### src/rtl/ffs_pkg.sv
package ffs_pkg;
    localparam int ADDR_W      = 32;
    localparam int DATA_W      = 16;
    localparam int FRAME_WORDS = 7;
    localparam int FRAME_BYTES = FRAME_WORDS * (DATA_W / 8);
    localparam int SUP_BIT     = 13;
    localparam int TRACE_BIT   = 15;

    typedef enum logic [2:0] {
        ST_IDLE,
        ST_PRE,
        ST_WR,
        ST_VEC,
        ST_PF1,
        ST_GAP,
        ST_PF2,
        ST_HALT
    } ffs_state_e;
endpackage

### src/rtl/ffs_fcode.sv
module ffs_fcode
    import ffs_pkg::*;
(
    input  logic [DATA_W-1:0] ir_i,
    input  logic              rd_i,
    input  logic              prog_i,
    input  logic              sup_i,
    output logic [DATA_W-1:0] fc_o
);
    // Upper bits are left over from the instruction word; low five are rebuilt.
    always_comb begin
        fc_o      = ir_i;
        fc_o[4]   = rd_i;
        fc_o[3]   = prog_i;
        fc_o[2]   = sup_i;
        fc_o[1:0] = prog_i ? 2'b10 : 2'b01;
    end
endmodule

### src/rtl/ffs_slot_map.sv
module ffs_slot_map
    import ffs_pkg::*;
(
    input  logic [2:0]        step_i,
    input  logic [ADDR_W-1:0] sp_i,
    input  logic [ADDR_W-1:0] pc_adj_i,
    input  logic [DATA_W-1:0] sr_i,
    input  logic [DATA_W-1:0] ir_i,
    input  logic [DATA_W-1:0] fc_i,
    input  logic [ADDR_W-1:0] fa_i,
    output logic [ADDR_W-1:0] addr_o,
    output logic [DATA_W-1:0] data_o
);
    // Write step -> (offset below entry stack pointer, source word).
    always_comb begin
        unique case (step_i)
            3'd0: begin addr_o = sp_i - 32'd2;  data_o = pc_adj_i[15:0];  end
            3'd1: begin addr_o = sp_i - 32'd6;  data_o = sr_i;            end
            3'd2: begin addr_o = sp_i - 32'd4;  data_o = pc_adj_i[31:16]; end
            3'd3: begin addr_o = sp_i - 32'd8;  data_o = ir_i;            end
            3'd4: begin addr_o = sp_i - 32'd14; data_o = fc_i;            end
            3'd5: begin addr_o = sp_i - 32'd10; data_o = fa_i[15:0];      end
            3'd6: begin addr_o = sp_i - 32'd12; data_o = fa_i[31:16];     end
            default: begin addr_o = '0; data_o = '0; end
        endcase
    end
endmodule

### src/rtl/ffs_seq.sv
module ffs_seq
    import ffs_pkg::*;
#(
    parameter int PRE_IDLE = 2,   // idle cycles before the first write (>= 1)
    parameter int GAP_IDLE = 1,   // idle cycles between the prefetches (>= 1)
    parameter int PF_ADJ   = 4    // prefetch discount on the stacked PC
) (
    input  logic              clk,
    input  logic              rst_n,
    input  logic              fault_i,
    input  logic [ADDR_W-1:0] sp_i,
    input  logic [ADDR_W-1:0] pc_i,
    input  logic [DATA_W-1:0] sr_i,
    input  logic [DATA_W-1:0] ir_i,
    input  logic [ADDR_W-1:0] fault_addr_i,
    input  logic              fault_rd_i,
    input  logic              fault_prog_i,
    input  logic [ADDR_W-1:0] vec_addr_i,
    output logic              bus_req_o,
    output logic              bus_we_o,
    output logic [ADDR_W-1:0] bus_addr_o,
    output logic [DATA_W-1:0] bus_wdata_o,
    input  logic              bus_ack_i,
    input  logic [DATA_W-1:0] bus_rdata_i,
    output logic [ADDR_W-1:0] sp_o,
    output logic [ADDR_W-1:0] pc_o,
    output logic [DATA_W-1:0] status_o,
    output logic              busy_o,
    output logic              done_o,
    output logic              halt_o
);
    localparam int CNT_MAX = (FRAME_WORDS - 1 > PRE_IDLE) ?
                             ((FRAME_WORDS - 1 > GAP_IDLE) ? FRAME_WORDS - 1 : GAP_IDLE) :
                             ((PRE_IDLE > GAP_IDLE) ? PRE_IDLE : GAP_IDLE);
    localparam int CW = $clog2(CNT_MAX + 1);
    localparam logic [CW-1:0] PRE_LAST = CW'(PRE_IDLE - 1);
    localparam logic [CW-1:0] GAP_LAST = CW'(GAP_IDLE - 1);
    localparam logic [CW-1:0] WR_LAST  = CW'(FRAME_WORDS - 1);
    localparam logic [ADDR_W-1:0] WORD_B = ADDR_W'(DATA_W / 8);

    typedef struct packed {
        ffs_state_e        st;
        logic [CW-1:0]     step;
        logic [ADDR_W-1:0] sp;
        logic [ADDR_W-1:0] pc_adj;
        logic [ADDR_W-1:0] fa;
        logic [ADDR_W-1:0] vec;
        logic [ADDR_W-1:0] npc;
        logic [DATA_W-1:0] sr;
        logic [DATA_W-1:0] ir;
        logic [DATA_W-1:0] stat;
        logic              rd;
        logic              prog;
        logic              done;
        logic              halt;
    } regs_t;

    regs_t r_d, r_q;

    logic [DATA_W-1:0] fc_word;
    logic [ADDR_W-1:0] slot_addr;
    logic [DATA_W-1:0] slot_data;
    logic              busy;

    ffs_fcode u_fcode (
        .ir_i   (r_q.ir),
        .rd_i   (r_q.rd),
        .prog_i (r_q.prog),
        .sup_i  (r_q.sr[SUP_BIT]),
        .fc_o   (fc_word)
    );

    ffs_slot_map u_slot (
        .step_i   (r_q.step[2:0]),
        .sp_i     (r_q.sp),
        .pc_adj_i (r_q.pc_adj),
        .sr_i     (r_q.sr),
        .ir_i     (r_q.ir),
        .fc_i     (fc_word),
        .fa_i     (r_q.fa),
        .addr_o   (slot_addr),
        .data_o   (slot_data)
    );

    assign busy = (r_q.st != ST_IDLE) && (r_q.st != ST_HALT);

    always_comb begin
        r_d      = r_q;
        r_d.done = 1'b0;
        unique case (r_q.st)
            ST_IDLE: begin
                if (fault_i) begin
                    r_d.st     = ST_PRE;
                    r_d.step   = '0;
                    r_d.sp     = sp_i;
                    r_d.pc_adj = pc_i - ADDR_W'(PF_ADJ);
                    r_d.fa     = fault_addr_i;
                    r_d.vec    = vec_addr_i;
                    r_d.sr     = sr_i;
                    r_d.ir     = ir_i;
                    r_d.rd     = fault_rd_i;
                    r_d.prog   = fault_prog_i;
                    r_d.stat   = sr_i;
                    r_d.stat[SUP_BIT]   = 1'b1;
                    r_d.stat[TRACE_BIT] = 1'b0;
                end
            end
            ST_PRE: begin
                if (r_q.step == PRE_LAST) begin
                    r_d.st   = ST_WR;
                    r_d.step = '0;
                end else begin
                    r_d.step = r_q.step + 1'b1;
                end
            end
            ST_WR: begin
                if (bus_ack_i) begin
                    if (r_q.step == WR_LAST) begin
                        r_d.st   = ST_VEC;
                        r_d.step = '0;
                        r_d.sp   = r_q.sp - ADDR_W'(FRAME_BYTES);
                    end else begin
                        r_d.step = r_q.step + 1'b1;
                    end
                end
            end
            ST_VEC: begin
                if (bus_ack_i) begin
                    if (r_q.step[0]) begin
                        r_d.npc[15:0] = bus_rdata_i;
                        r_d.st        = ST_PF1;
                        r_d.step      = '0;
                    end else begin
                        r_d.npc[31:16] = bus_rdata_i;
                        r_d.step       = r_q.step + 1'b1;
                    end
                end
            end
            ST_PF1: begin
                if (bus_ack_i) begin
                    r_d.st   = ST_GAP;
                    r_d.step = '0;
                end
            end
            ST_GAP: begin
                if (r_q.step == GAP_LAST) r_d.st = ST_PF2;
                else                      r_d.step = r_q.step + 1'b1;
            end
            ST_PF2: begin
                if (bus_ack_i) begin
                    r_d.st   = ST_IDLE;
                    r_d.done = 1'b1;
                end
            end
            default: r_d.st = ST_HALT;
        endcase
        // A nested fault stops everything.
        if (busy && fault_i) begin
            r_d.st   = ST_HALT;
            r_d.halt = 1'b1;
            r_d.done = 1'b0;
        end
    end

    always_ff @(posedge clk) begin
        if (!rst_n) begin
            r_q <= '0;
        end else begin
            r_q <= r_d;
        end
    end

    always_comb begin
        bus_req_o   = 1'b0;
        bus_we_o    = 1'b0;
        bus_addr_o  = '0;
        bus_wdata_o = '0;
        unique case (r_q.st)
            ST_WR: begin
                bus_req_o   = 1'b1;
                bus_we_o    = 1'b1;
                bus_addr_o  = slot_addr;
                bus_wdata_o = slot_data;
            end
            ST_VEC: begin
                bus_req_o  = 1'b1;
                bus_addr_o = r_q.step[0] ? r_q.vec + WORD_B : r_q.vec;
            end
            ST_PF1: begin
                bus_req_o  = 1'b1;
                bus_addr_o = r_q.npc;
            end
            ST_PF2: begin
                bus_req_o  = 1'b1;
                bus_addr_o = r_q.npc + WORD_B;
            end
            default: ;
        endcase
    end

    assign sp_o     = r_q.sp;
    assign pc_o     = r_q.npc;
    assign status_o = r_q.stat;
    assign busy_o   = busy;
    assign done_o   = r_q.done;
    assign halt_o   = r_q.halt;
endmodule

### config.mk
export PLATFORM = sky130hd
export DESIGN_NAME = ffs_seq
export DESIGN_NICKNAME = d
export VERILOG_FILES = /design/src/rtl/ffs_pkg.sv /design/src/rtl/ffs_fcode.sv /design/src/rtl/ffs_slot_map.sv /design/src/rtl/ffs_seq.sv
export SDC_FILE = /design/constraint.sdc
export NUM_CORES = 1
export LEC_CHECK = 0
export BUFFER_PORTS_ARGS = -buffer_cell sky130_fd_sc_hd__buf_2
export CORE_MARGIN = 2
export CORE_UTILIZATION = 41
export DETAILED_ROUTE_END_ITERATION = 8
export RECOVER_POWER = 100
export SLEW_MARGIN = 40
export SYNTH_ARGS = -nofsm -noshare
export SYNTH_HDL_FRONTEND = slang
export SYNTH_SLANG_ARGS = --single-unit
### constraint.sdc
create_clock -name clk -period 7.75 [get_ports clk]
set_input_delay 0.3875 -clock clk [delete_from_list [all_inputs] [get_ports clk]]
set_output_delay 0.3875 -clock clk [all_outputs]
set_load 0.005 [all_outputs]
== After elaboration in Yosys (flattened, before gate mapping) ==
Cells that the tools add are included.

* Register bits after elaboration: 217
* Output and inout port bits: 133
* Logic and storage cells: 99

* Add/subtract/negate cells: 11
* Eq/ne operators: 28
* Multiplexer cells: 27
* Bitwise operators: 3
* Reductions and logical operators: 15

{| class="wikitable"
|+ Operators by type and width
! cell !! number
|-
| 32-bit case mux with 7 select lines || 1
|-
| 134-bit 2-to-1 mux || 1
|-
| 32-bit case mux with 4 select lines || 1
|-
| 32-bit by 4-bit subtractor with 32-bit output (second input constant) || 4
|-
| 16-bit case mux with 7 select lines || 1
|-
| 32-bit by 3-bit subtractor with 32-bit output (second input constant) || 3
|-
| 32-bit by 2-bit adder with 32-bit output (second input constant) || 2
|-
| 32-bit 2-to-1 mux || 2
|-
| 32-bit case mux with 2 select lines || 1
|-
| 38-bit 2-to-1 mux || 1
|-
| 32-bit by 2-bit subtractor with 32-bit output (second input constant) || 1
|-
| 3-bit 2-to-1 mux || 10
|-
| 3-bit != test (second input constant) || 10
|-
| 3-bit case mux with 7 select lines || 1
|-
| 3-bit == test (second input constant) || 6
|-
| 3-bit case mux with 6 select lines || 1
|-
| 16-bit 2-to-1 mux || 1
|-
| 3-bit by 2-bit == test with 1-bit output (second input constant) || 4
|-
| 6-bit 2-to-1 mux || 2
|-
| 2-bit != test (second input constant) || 6
|-
| 9-bit AND reduction || 1
|-
| 3-bit by 1-bit == test with 1-bit output (second input constant) || 2
|-
| 3-bit logical NOT || 2
|-
| 3-bit AND reduction || 2
|-
| other kinds (13) || 18
|}

== Longest topological paths before layout ==
Gate-level depths: netlist of the first run.

* Word-level depth: 5
* Mapped depth: 14
* Gate-level depth less buffers: 11

== Modules after synthesis ==
From an unflattened synthesis of the first run, not the netlist that was laid out.

* Cells, all modules: 1,974
* Area total of the unflattened synthesis: 14,216.1 um2

{| class="wikitable"
|+ By module, submodules not included
! module !! instances !! cells each !! area each (um2) !! sequential area each (um2)
|-
| ffs_seq || 1 || 1,508 || 11,215.8 || 4,063.9
|-
| ffs_slot_map || 1 || 450 || 2,884.0 || 0.0
|-
| ffs_fcode || 1 || 16 || 116.4 || 0.0
|}

== Worst setup path before layout of the first run ==
OpenSTA, ideal clock, no wires.

* Kind: register to output
* Start: register r_q[212] (netlist name)
* End: output port bus_addr_o[31]
* Data arrival time: 3,554 ps
* Data required time: 7,363 ps
* Setup slack: 3,808 ps
* Stages on the path, launching flop included: 15
* Buffers on the path: 3
* Cell sequence: dfxtp_1 clkbuf_1 inv_1 ha_1 clkbuf_1 and2_1 clkbuf_1 inv_1 ha_1 a211oi_1 nand4_1 a2111o_1 nor4_1 a211oi_1 a221o_1

* Word-level cells in the longest chain between the ends: 3
* Elaborated cells between the ends (all ways): 10
* Classes of those cells: 6 x eq/ne; 3 x mux; 1 x reduce/logical

{| class="wikitable"
|+ RTL lines
! element !! RTL line !! RTL
|-
| start: declaration || ffs_seq.sv:58 || <nowiki>regs_t r_d, r_q;</nowiki>
|-
| start signal: assignment || ffs_seq.sv:169 || <nowiki>r_q <= r_d;</nowiki>
|-
| 3-bit == test (tied with other cells) || ffs_slot_map.sv:16 || <nowiki>unique case (step_i)</nowiki>
|-
| 32-bit case mux with 7 select lines || ffs_slot_map.sv:16 ||
|-
| 32-bit case mux with 4 select lines * || ffs_seq.sv:178 || <nowiki>unique case (r_q.st)</nowiki>
|-
| end: declaration || ffs_seq.sv:21 || <nowiki>output logic [ADDR_W-1:0] bus_addr_o,</nowiki>
|}

Every way passes the cells marked *; elsewhere a longest branch is shown, timed or not.

== Final worst setup path of the first run ==
* Start: register r_q[214] (netlist name)
* End: output port bus_addr_o[14]

* Word-level cells in the longest chain between the ends: 3
* Elaborated cells between the ends (all ways): 9
* Classes of those cells: 6 x eq/ne; 2 x mux; 1 x reduce/logical

{| class="wikitable"
|+ RTL lines
! element !! RTL line
|-
| 3-bit == test (tied with other cells) || ffs_slot_map.sv:16
|-
| 32-bit case mux with 7 select lines * || ffs_slot_map.sv:16
|-
| 32-bit case mux with 4 select lines * || ffs_seq.sv:178
|}

Marked as above.

==> results of run 1 <==
==> kinds of logic (layout without fill, tap and decap cells) <==
family | count (synthesis) | in the layout | share of synthesized area
and+or+nand+nor | 731 | 731 | 0.2495
adders and majority gates | 17 | 17 | 0.01642
buffers and inverters | 273 | 413 | 0.09788
AOI/OAI and AO/OA | 562 | 562 | 0.2642
other | 1 | 1 | 0.0002704
DFF | 203 | 203 | 0.2930
muxes | 18 | 18 | 0.01299
xor gates and xnor gates | 104 | 104 | 0.06567
==> per-stage QoR <==
| stage | hold WS, ps | worst slack, ps | total power, mW |
|---|---|---|---|
| after detailed placement | 446.7 | 2913 | 3.989 |
| after CTS | 42.09 | 2305 | 5.191 |
| after global routing | 52.41 | 1342 | 5.471 |
| after floorplan | 434.2 | 3808 | 3.114 |
| after global placement | 442.0 | 2705 | 3.982 |
| final | 62.62 | 1465 | 5.227 |
==> sequential cells by signal, indices dropped and copies added, names as in the netlist <==
| register | flops |
|---|---|
| sp_o | 32 |
| pc_o | 32 |
| halt_o | 1 |
| done_o | 1 |
| status_o | 1 |
| r_q | 136 |
==> worst reg2reg max path, delay by kind of cell, from the launching register on <==
| family | cells | cell delay, ps |
|---|---|---|
| and+or+nand+nor | 3 | 3030 |
| buffers and inverters | 2 | 2100 |
| DFF | 1 | 290 |
| AOI/OAI and AO/OA | 1 | 210 |
==> report_power, final <==
group	switching (mW)	internal [mW]	total, mW	leakage, nW
Sequential	0.294	1.21	1.50	1.66
Combinational	1.73	0.803	2.53	3.71
Clock	0.488	0.706	1.19	0.408
==> per-layer routing <==
layer,part of all wire,global-route usage,vias to the layer above
li1,-,-,7071
met1,0.42,0.4210,7241
met2,0.45,0.5141,805
met3,0.082,0.05634,149
met4,0.050,0.1490,6
met5,0.00063,0,-
==> final cells by class <==
type / count / area (um^2) / share of cell area
clock inverter: 12 / 136.4 / 0.008679
inverter: 33 / 128.9 / 0.008201
sequential: 203 / 4064 / 0.2586
timing repair buffer: 337 / 1632 / 0.1038
tap: 448 / 560.5 / 0.03567
clock buffer: 31 / 698.2 / 0.04443
multi-input combinational: 1433 / 8494 / 0.5406
==> placed cells by master (no fill, tap or decap), drive strengths merged, types with 8 or more instances in the layout <==
cell type | synthesis | final
nand2 | 339 | 339
buf | 107 | 265
a21oi | 213 | 213
dfxtp | 203 | 203
nor2 | 146 | 146
clkbuf | 133 | 103
o21ai | 65 | 65
xnor2 | 55 | 55
nand3 | 49 | 49
xor2 | 49 | 49
nor3 | 43 | 43
a31oi | 42 | 42
nor4 | 38 | 38
a22oi | 35 | 35
inv | 32 | 33
o22ai | 29 | 29
nand4 | 28 | 28
a211oi | 27 | 27
mux2i | 18 | 18
or4 | 17 | 17
ha | 15 | 15
o211ai | 15 | 15
o221ai | 15 | 15
a221oi | 14 | 14
or3 | 13 | 13
a221o | 10 | 10
or2 | 9 | 9
a211o | 8 | 8
a222oi | 8 | 8
==> final timing paths <==
path / end / cells past startpoint / startpoint / slack [ps]
max: bus_addr_o[14] / 10 / r_q[214]$_SDFFE_PN0P_ / 1470
min: r_q[36]$_SDFFE_PN0P_ / 3 / sr_i[0] / 60
max reg2reg: r_q[33]$_SDFFE_PN0P_ / 6 / r_q[216]$_SDFFE_PN0P_ / 2020
min reg2reg: r_q[144]$_SDFFE_PN0P_ / 2 / r_q[144]$_SDFFE_PN0P_ / 450
==> impl_metrics.py, run 1 <==
metrics = {
    "status": {
        "outcome": "finished with violations",
        "violations": "max-capacitance violations, max-slew violations",
    },
    "clocking": {
        "clock-sinks": 203,
        "cts_hold_buffers": 0,
        "cts_tree": "built",
        "cts.reportedPaths.clkPinSlew_ps": 60,
        "clockRootBuffer": "clkbuf_16",
        "h-tree-depth": 1,
        "clockBufferDepth": 3,
        "numCtsBuffers": 25,
        "ctsResizeCount": 0,
        "clock_latency_ps": 570,
        "post-cts-setup-buffer-count": 0,
    },
    "timing": {
        "fin_setup_tns_ps": 0,
        "max_freq_mhz": 159.1,
        "fin_skew_ps": 27.79,
        "rsz0062_at_grt": "false",
        "finalCriticalPeriod_ps": 6285,
        "period_share": 0.8110,
        "worst_pin_slew_ps": 2467,
        "hold_viol_final": 0,
        "max_slew_margin": -0.6455,
        "finalSetupViolations": 0,
        "drv_slew": 232,
    },
    "setup_path": {
        "arrival_ps": 5900,
        "required_ps": 7360,
        "cp_top_family": "buffers and inverters",
        "crit_buf_inv": 4,
        "max_stage_delay_ps": 1340,
        "crit_chain": "clkinv_1 -> ha_1 -> clkbuf_1 -> nor2_1 -> a21o_1 -> clkbuf_1 -> o221ai_1 -> o21ai_0 -> o211ai_1 -> clkbuf_1",
        "worstSetupPathType": "reg -> out",
        "crit_path_start_kind": "flop",
        "cp_slowest_cell": "clkbuf_1",
        "worstPathMaxFanout": 30,
        "worst_path_most_repeated_cell": "clkbuf_1",
        "end_kind": "output port",
    },
    "route": {
        "wl_per_cell_um": 23.57,
        "drc": 0,
        "first_iter_violations": 1517,
        "vias": 15272,
        "drt-total-wl_um": 58840,
        "ant_nets": 0,
        "post_drt_via_cell_ratio": 6.116,
        "firstDrtPassIters": 7,
    },
    "floorplan": {
        "ios": 315,
        "die_w_um": 187.9,
        "die_h_um": 187.9,
        "die_area_um2": 35320,
        "core_um2": 33450,
        "placement_rows": 67,
        "start_util": 0.4147,
    },
    "yosys": {
        "ys_ff_latch": 203,
        "synth_commonest_cells": "nand2_1, a21oi_1, dfxtp_1",
        "ys_top_cells_by_area": "dfxtp_1, nand2_1, a21oi_1",
        "synthCells": 1909,
        "yosysUniqueCellTypes": 87,
        "synthArstFlopShare": 0,
        "synth-main-ff-cell": "dfxtp_1",
        "synth_edf_count": 0,
        "netlist_area_um2": 13870,
        "yosysWarnings": 0,
        "synth_top_area_frac": 0.2930,
        "avgSynthCellArea_um2": 7.265,
        "yosysMostFrequentCell": "nand2_1",
        "yosysTopAreaCell": "dfxtp_1",
        "seq_area_frac_synth": 0.2930,
        "synth_nets": 2108,
    },
    "cells_and_area": {
        "final_cell_count_no_fill": 2497,
        "syn2layout_area_growth_pct": 13.30,
        "drive_gt1_frac": 0.1752,
        "finalNetCount": 2232,
        "final_area_um2": 15710,
        "fillers": 3558,
        "n_antenna_cell": 0,
        "fin_util": 0.4698,
    },
    "power_and_ir_drop": {
        "pwr_density_cell_nw_per_um2": 332.6,
        "irDropWorstVdd_uv": 197.4,
        "p_leak_nw": 5.777,
    },
    "placement": {
        "dpl.cell_count": 2454,
        "gp_congestion": 0.9863,
        "io_buffers": 313,
        "hpwlAfterDp_um": 43150,
        "place_area_um2": 15020,
    },
    "hold_path": {
        "min_path_type": "in -> reg",
    },
    "grt": {
        "grt_pass1_wl_um": 87980,
        "grt_use_total": 0.3212,
        "antenna_found_initial": 3,
        "gr-total-overflow": 0,
        "grt_max_degree": 114,
        "grt_pass1_vias": 14407,
    },
    "run": {
        "max_cap_violations": 4,
    },
}
(Power assumes the default switching activity.)
==> run 2: changes to the inputs <==
PLACE_DENSITY = 0.66   (was unset)
clock period = 5.7 ns   (was 7.75 ns; I/O delays follow)
==> run 2 against run 1 <==
Net effect: the run still ends with max-capacitance violations, max-slew violations left; setup slack worse by 740 ps; largest cell class unchanged; largest power group unchanged; via count rose by 3.4%; critical path depth increased by 3.
==> impl_metrics.py, run 2 (synthesis gave the netlist of run 1 again) <==
metrics = {
    "clocking": {
        "cts_tree": "built",
        "clockRootBuffer": "clkbuf_16",
        "clock-sinks": 203,
        "h-tree-depth": 1,
        "numCtsBuffers": 23,
        "ctsResizeCount": 0,
        "clockBufferDepth": 3,
        "cts.reportedPaths.clkPinSlew_ps": 50,
        "clock_latency_ps": 550,
    },
    "route": {
        "post_drt_via_cell_ratio": 6.116,
        "met1_length_um": 24620,
        "first_iter_violations": 1556,
        "highest_layer": "met5",
        "wl_per_cell_um": 23.24,
        "wl_met3_um": 5438,
        "vias": 15786,
        "firstDrtPassIters": 8,
        "dr_wl_met2_um": 26730,
        "drt-total-wl_um": 59970,
        "ant_nets": 0,
        "drc": 0,
    },
    "setup_path": {
        "r2r_start": "r_q[216]$_SDFFE_PN0P_",
        "reg2regPathDepth": 6,
        "r2r-end": "r_q[154]$_SDFFE_PN0P_",
        "reg2reg_slack_ps": 1090,
        "worstPathMaxFanout": 14,
        "max_stage_delay_ps": 660,
        "required_ps": 5410,
        "cp_slowest_cell": "and2_0",
        "crit_chain": "inv_1 -> ha_1 -> and2_0 -> inv_1 -> ha_1 -> a211oi_1 -> clkbuf_1 -> nand4_1 -> a2111o_1 -> nor4_1 -> a211oi_1 -> a221o_1 -> buf_2",
        "crit_path_start_kind": "flop",
        "worstSetupPathType": "reg -> out",
        "arrival_ps": 4690,
        "end_kind": "output port",
    },
    "cells_and_area": {
        "layout_commonest_cell": "nand2_1",
        "top_register": "r_q",
        "fin_util": 0.4942,
        "finalNetCount": 2320,
        "drive_gt1_frac": 0.1678,
        "fillers": 3318,
        "syn2layout_area_growth_pct": 19.19,
        "multi_input_area_um2": 8504,
        "largest_register_ffs": 136,
        "n_antenna_cell": 0,
        "mostFrequentLayoutCells": "nand2_1, buf_2, a21oi_1",
        "seq_area_um2": 4064,
    },
    "placement": {
        "dp_slack_ps": 1619,
        "gp_congestion": 1.018,
        "hpwlAfterDp_um": 43200,
        "io_buffers": 313,
    },
    "floorplan": {
        "die_w_um": 187.9,
        "core_um2": 33450,
        "die_h_um": 187.9,
        "placement_rows": 67,
        "die_area_um2": 35320,
        "start_util": 0.4147,
        "ios": 315,
    },
    "timing": {
        "rsz0062_at_grt": "false",
        "worst_pin_slew_ps": 2630,
        "finalSetupViolations": 0,
        "max_freq_mhz": 200.9,
        "period_share": 0.8734,
        "max_slew_margin": -0.7544,
        "setup_slack_ps": 721.9,
        "fin_setup_tns_ps": 0,
        "hold_viol_final": 0,
        "fin_skew_ps": 24.52,
        "finalCriticalPeriod_ps": 4978,
        "drv_slew": 70,
    },
    "run": {
        "max_cap_violations": 2,
    },
    "grt": {
        "grt_use_total": 0.3249,
        "grt_max_degree": 102,
        "grt_pass1_wl_um": 89170,
        "grt_pass1_vias": 14678,
        "gr-total-overflow": 0,
        "antenna_found_initial": 1,
    },
    "hold_path": {
        "min_from": "sp_i[28]",
        "hold-path-endpoint": "sp_o[28]$_SDFFE_PN0P_",
        "min_path_type": "in -> reg",
        "whs_path_depth": 3,
    },
    "power_and_ir_drop": {
        "irDropWorstVdd_uv": 239.6,
        "pwr_density_cell_nw_per_um2": 423.9,
        "p_leak_nw": 6.139,
    },
    "status": {
        "outcome": "finished with violations",
        "violations": "max-capacitance violations, max-slew violations",
    },
}
-- run 2: worst max-delay path: cells and delay by family, from the launching register on --
kind	cells	cell delay [ps]
adders and majority gates	2	520
AOI/OAI and AO/OA	4	1150
buffers and inverters	4	890
and+or+nand+nor	3	1100
DFF	1	470
-- run 2: stage by stage --
| stage | instances | power (mW) | hold WS [ps] | area (um^2) |
|---|---|---|---|---|
| 2_1_floorplan | 1909 | 4.234 | 380.6 | 13870 |
| 5_1_grt | 2581 | 7.312 | 7.832 | 16530 |
| 3_3_place_gp | 2454 | 5.407 | 443.2 | 14970 |
| 6_report | 2581 | 7.008 | 3.286 | 16530 |
| 4_1_cts | 2581 | 6.920 | 0.8032 | 16650 |
| 3_5_place_dp | 2455 | 5.434 | 448.6 | 15050 |
-- run 2: metal layers --
| layer | vias to the layer above | GRT usage |
|---|---|---|
| met4 | 2 | 0.1554 |
| li1 | 7256 | - |
| met3 | 147 | 0.06326 |
| met5 | - | 0 |
| met2 | 880 | 0.5157 |
| met1 | 7501 | 0.4237 |
-- run 2: worst max path at each step --
stage	from	end	slack [ps]
after CTS	r_q[214]$_SDFFE_PN0P_	bus_addr_o[31]	1040
after floorplan	r_q[212]$_SDFFE_PN0P_	bus_addr_o[31]	1860
after global placement	r_q[212]$_SDFFE_PN0P_	bus_addr_o[22]	1650
after detailed placement	r_q[214]$_SDFFE_PN0P_	bus_addr_o[31]	1620
final	r_q[212]$_SDFFE_PN0P_	bus_addr_o[31]	720
after global routing	r_q[212]$_SDFFE_PN0P_	bus_addr_o[31]	440
-- run 2: what timing repair did --
action / in CTS / in global routing
buffers inserted: 0 / 0
hold buffers: 89 / 0
endpoints found under the hold margin: 95 / 0
-- run 2: area by class of cell --
cell class                      instances  area share
Sequential cell                       203      0.2458
Clock inverter                          2    0.001514
Timing Repair Buffer                  427      0.1555
Inverter                               33    0.007645
Tap cell                              448     0.03391
Multi-Input combinational cell       1433      0.5145
Clock buffer                           35     0.04117
-- run 2: where the power goes --
group | internal [mW] | total, mW | switching [mW] | leakage [nW]
logic | 1.15 | 3.51 | 2.36 | 4.13
registers | 1.64 | 2.07 | 0.422 | 1.66
clock network | 0.818 | 1.43 | 0.616 | 0.347
total | 3.61 | 7.01 | 3.40 | 6.14
==> run 3: changes to the inputs <==
ABC_AREA = 1   (was unset)
PLACE_DENSITY = 0.65   (was 0.66)
==> run 3 against run 2 <==
Net effect: the run still ends with max-capacitance violations, max-slew violations left; area after synthesis rose by 8.3%; first-iteration DRC count rose by 6.2%; critical path depth fell by 4; clock skew fell by 0.96 ps; die area rose by 8.1%.
==> impl_metrics.py, run 3 <==
metrics = {
    "route": {
        "drc": 0,
        "highest_layer": "met4",
        "vias": 18094,
        "post_drt_via_cell_ratio": 5.661,
        "met1_length_um": 27400,
        "wl_per_cell_um": 20.44,
        "wl_met3_um": 5138,
        "first_iter_violations": 1653,
        "drt-total-wl_um": 65320,
        "firstDrtPassIters": 6,
        "ant_nets": 0,
        "dr_wl_met2_um": 30170,
    },
    "setup_path": {
        "crit_chain": "inv_2 -> nor2_1 -> nand2_1 -> clkbuf_2 -> inv_1 -> buf_4 -> o21ai_0 -> nand2_1 -> buf_2",
        "worst_path_most_repeated_cell": "nand2_1",
        "crit_path_start_kind": "flop",
        "r2r-end": "sp_o[26]$_SDFFE_PN0P_",
        "reg2reg_slack_ps": 1750,
        "worstPathMaxFanout": 47,
        "reg2regPathDepth": 8,
        "worstSetupPathType": "reg -> out",
        "arrival_ps": 4610,
        "r2r_start": "r_q[216]$_SDFFE_PN0P_",
        "required_ps": 5410,
        "cp_slowest_cell": "inv_1",
        "critPathLaunch": "r_q[216]$_SDFFE_PN0P_",
        "max_stage_delay_ps": 1050,
        "end_kind": "output port",
    },
    "timing": {
        "worst_pin_slew_ps": 1844,
        "max_freq_mhz": 204.2,
        "setup_slack_ps": 802.0,
        "finalSetupViolations": 0,
        "period_share": 0.8593,
        "finalCriticalPeriod_ps": 4898,
        "hold_viol_final": 0,
        "max_slew_margin": -0.2292,
        "drv_slew": 30,
        "fin_skew_ps": 23.57,
        "rsz0062_at_grt": "false",
        "fin_setup_tns_ps": 0,
    },
    "grt": {
        "grt_pass1_wl_um": 97960,
        "grt_max_degree": 143,
        "grt_pass1_vias": 16742,
        "antenna_found_initial": 3,
        "grt_use_total": 0.3307,
        "gr-total-overflow": 0,
    },
    "placement": {
        "dpl.cell_count": 3090,
        "hpwlAfterDp_um": 49970,
        "dp_slack_ps": 1820,
        "gp_congestion": 1.031,
        "io_buffers": 313,
    },
    "floorplan": {
        "placement_rows": 70,
        "ios": 315,
        "die_h_um": 195.4,
        "start_util": 0.4131,
        "die_w_um": 195.4,
        "core_um2": 36350,
        "die_area_um2": 38170,
    },
    "clocking": {
        "clockBufferDepth": 3,
        "cts_hold_buffers": 59,
        "clock-sinks": 203,
        "numCtsBuffers": 25,
        "clockRootBuffer": "clkbuf_16",
        "h-tree-depth": 1,
        "clock_latency_ps": 580,
        "ctsResizeCount": 0,
        "post-cts-setup-buffer-count": 0,
        "cts.reportedPaths.clkPinSlew_ps": 60,
        "cts_tree": "built",
    },
    "yosys": {
        "synth_nets": 2686,
        "synth_edf_count": 0,
        "yosysTopAreaCell": "dfxtp_1",
        "synthArstFlopShare": 0,
        "synth_commonest_cells": "nand2_1, inv_1, o21ai_0",
        "netlist_area_um2": 15010,
        "avgSynthCellArea_um2": 6.037,
        "yosysWarnings": 0,
        "ys_top_cells_by_area": "dfxtp_1, nand2_1, o21ai_0",
        "ys_ff_latch": 203,
        "synthCells": 2487,
        "synth-main-ff-cell": "dfxtp_1",
        "yosysMostFrequentCell": "nand2_1",
        "yosysUniqueCellTypes": 52,
        "synth_top_area_frac": 0.2707,
        "seq_area_frac_synth": 0.2707,
    },
    "status": {
        "outcome": "finished with violations",
        "violations": "max-capacitance violations, max-slew violations",
    },
    "cells_and_area": {
        "final_cell_count_no_fill": 3196,
        "mostFrequentLayoutCells": "nand2_1, inv_1, o21ai_0",
        "top_register": "r_q",
        "finalNetCount": 2908,
        "drive_gt1_frac": 0.1299,
        "fin_util": 0.4826,
        "layout_commonest_cell": "nand2_1",
        "largest_register_ffs": 136,
        "fillers": 3873,
        "syn2layout_area_growth_pct": 16.83,
    },
    "power_and_ir_drop": {
        "pwr_density_cell_nw_per_um2": 430.8,
        "irDropWorstVdd_uv": 254.0,
        "p_total_mw": 7.556,
        "p_leak_nw": 7.826,
    },
    "hold_path": {
        "whs_path_depth": 3,
        "hold-path-endpoint": "r_q[84]$_SDFFE_PN0P_",
        "min_path_type": "in -> reg",
        "min_from": "vec_addr_i[0]",
    },
    "run": {
        "max_cap_violations": 1,
    },
}
run 3: changes by cell type in the layout (fill, tap and decap cells not counted), moves of 23 or more:
cell,delta
a211oi_1,-23
nor2_1,+134
a22oi_1,-35
dlygate4sd3_1,-29
nand3_1,+195
xnor2_1,-47
xor2_1,-29
nand2_1,+125
inv_1,+276
o21ai_0,+242
run 3: per-stage QoR:
step,hold WS (ps),cell area (um^2)
finish,11.31,17540
global route,14.90,17540
CTS,0.4377,17640
detailed placement,443.8,16160
global placement,437.3,16160
floorplan,375.0,15010
run 3: worst max path at each step:
stage | endpoint | cells past startpoint | slack, ps
after floorplan | bus_addr_o[22] | 17 | 2770
after global placement | bus_addr_o[29] | 17 | 1900
after detailed placement | bus_addr_o[29] | 17 | 1820
after CTS | bus_addr_o[29] | 17 | 1200
after global routing | bus_addr_o[28] | 9 | 530
final | bus_addr_o[28] | 9 | 800
run 3: cell families (layout without fill, tap and decap cells):
| group | count (synthesis) | after routing | synth area share |
|---|---|---|---|
| adder cells (fa/ha/maj) | 17 | 17 | 0.01517 |
| AND/OR/NAND/NOR | 1093 | 1093 | 0.3156 |
| buffers and inverters | 516 | 754 | 0.1564 |
| other | 1 | 4 | 0.0002498 |
| flip-flops | 203 | 203 | 0.2707 |
| XOR/XNOR | 28 | 28 | 0.01633 |
| AO/OA/AOI/OAI | 629 | 629 | 0.2256 |
run 3: worst max-delay path: cells and delay by family, from the launching register on:
kind	cells	cell delay, ps
DFF	1	680
and+or+nand+nor	3	630
AOI/OAI and AO/OA	1	250
buffers and inverters	5	2420
run 3: layout make-up:
type                    count  area, um^2  share of cell area
multi-input cells        1768        8562              0.4881
flip-flops and latches    203        4064              0.2317
repair buffers            389        2220              0.1265
inverters                 322        1217             0.06941
clock buffers              34       719.4             0.04102
well taps                 468       585.6             0.03338
clock inverters             9       165.2            0.009416
diodes                      3       7.507           0.0004280
run 3: power breakdown:
group          internal [mW]  switching, mW
combinational           1.03           2.54
clock                   1.06          0.686
sequential              1.80          0.440
total                   3.89           3.66
run 3: metal layers:
layer	up-vias	track usage
met1	8496	0.4402
met5	-	0
li1	8608	-
met4	0	0.1185
met2	856	0.5488
met3	134	0.04335
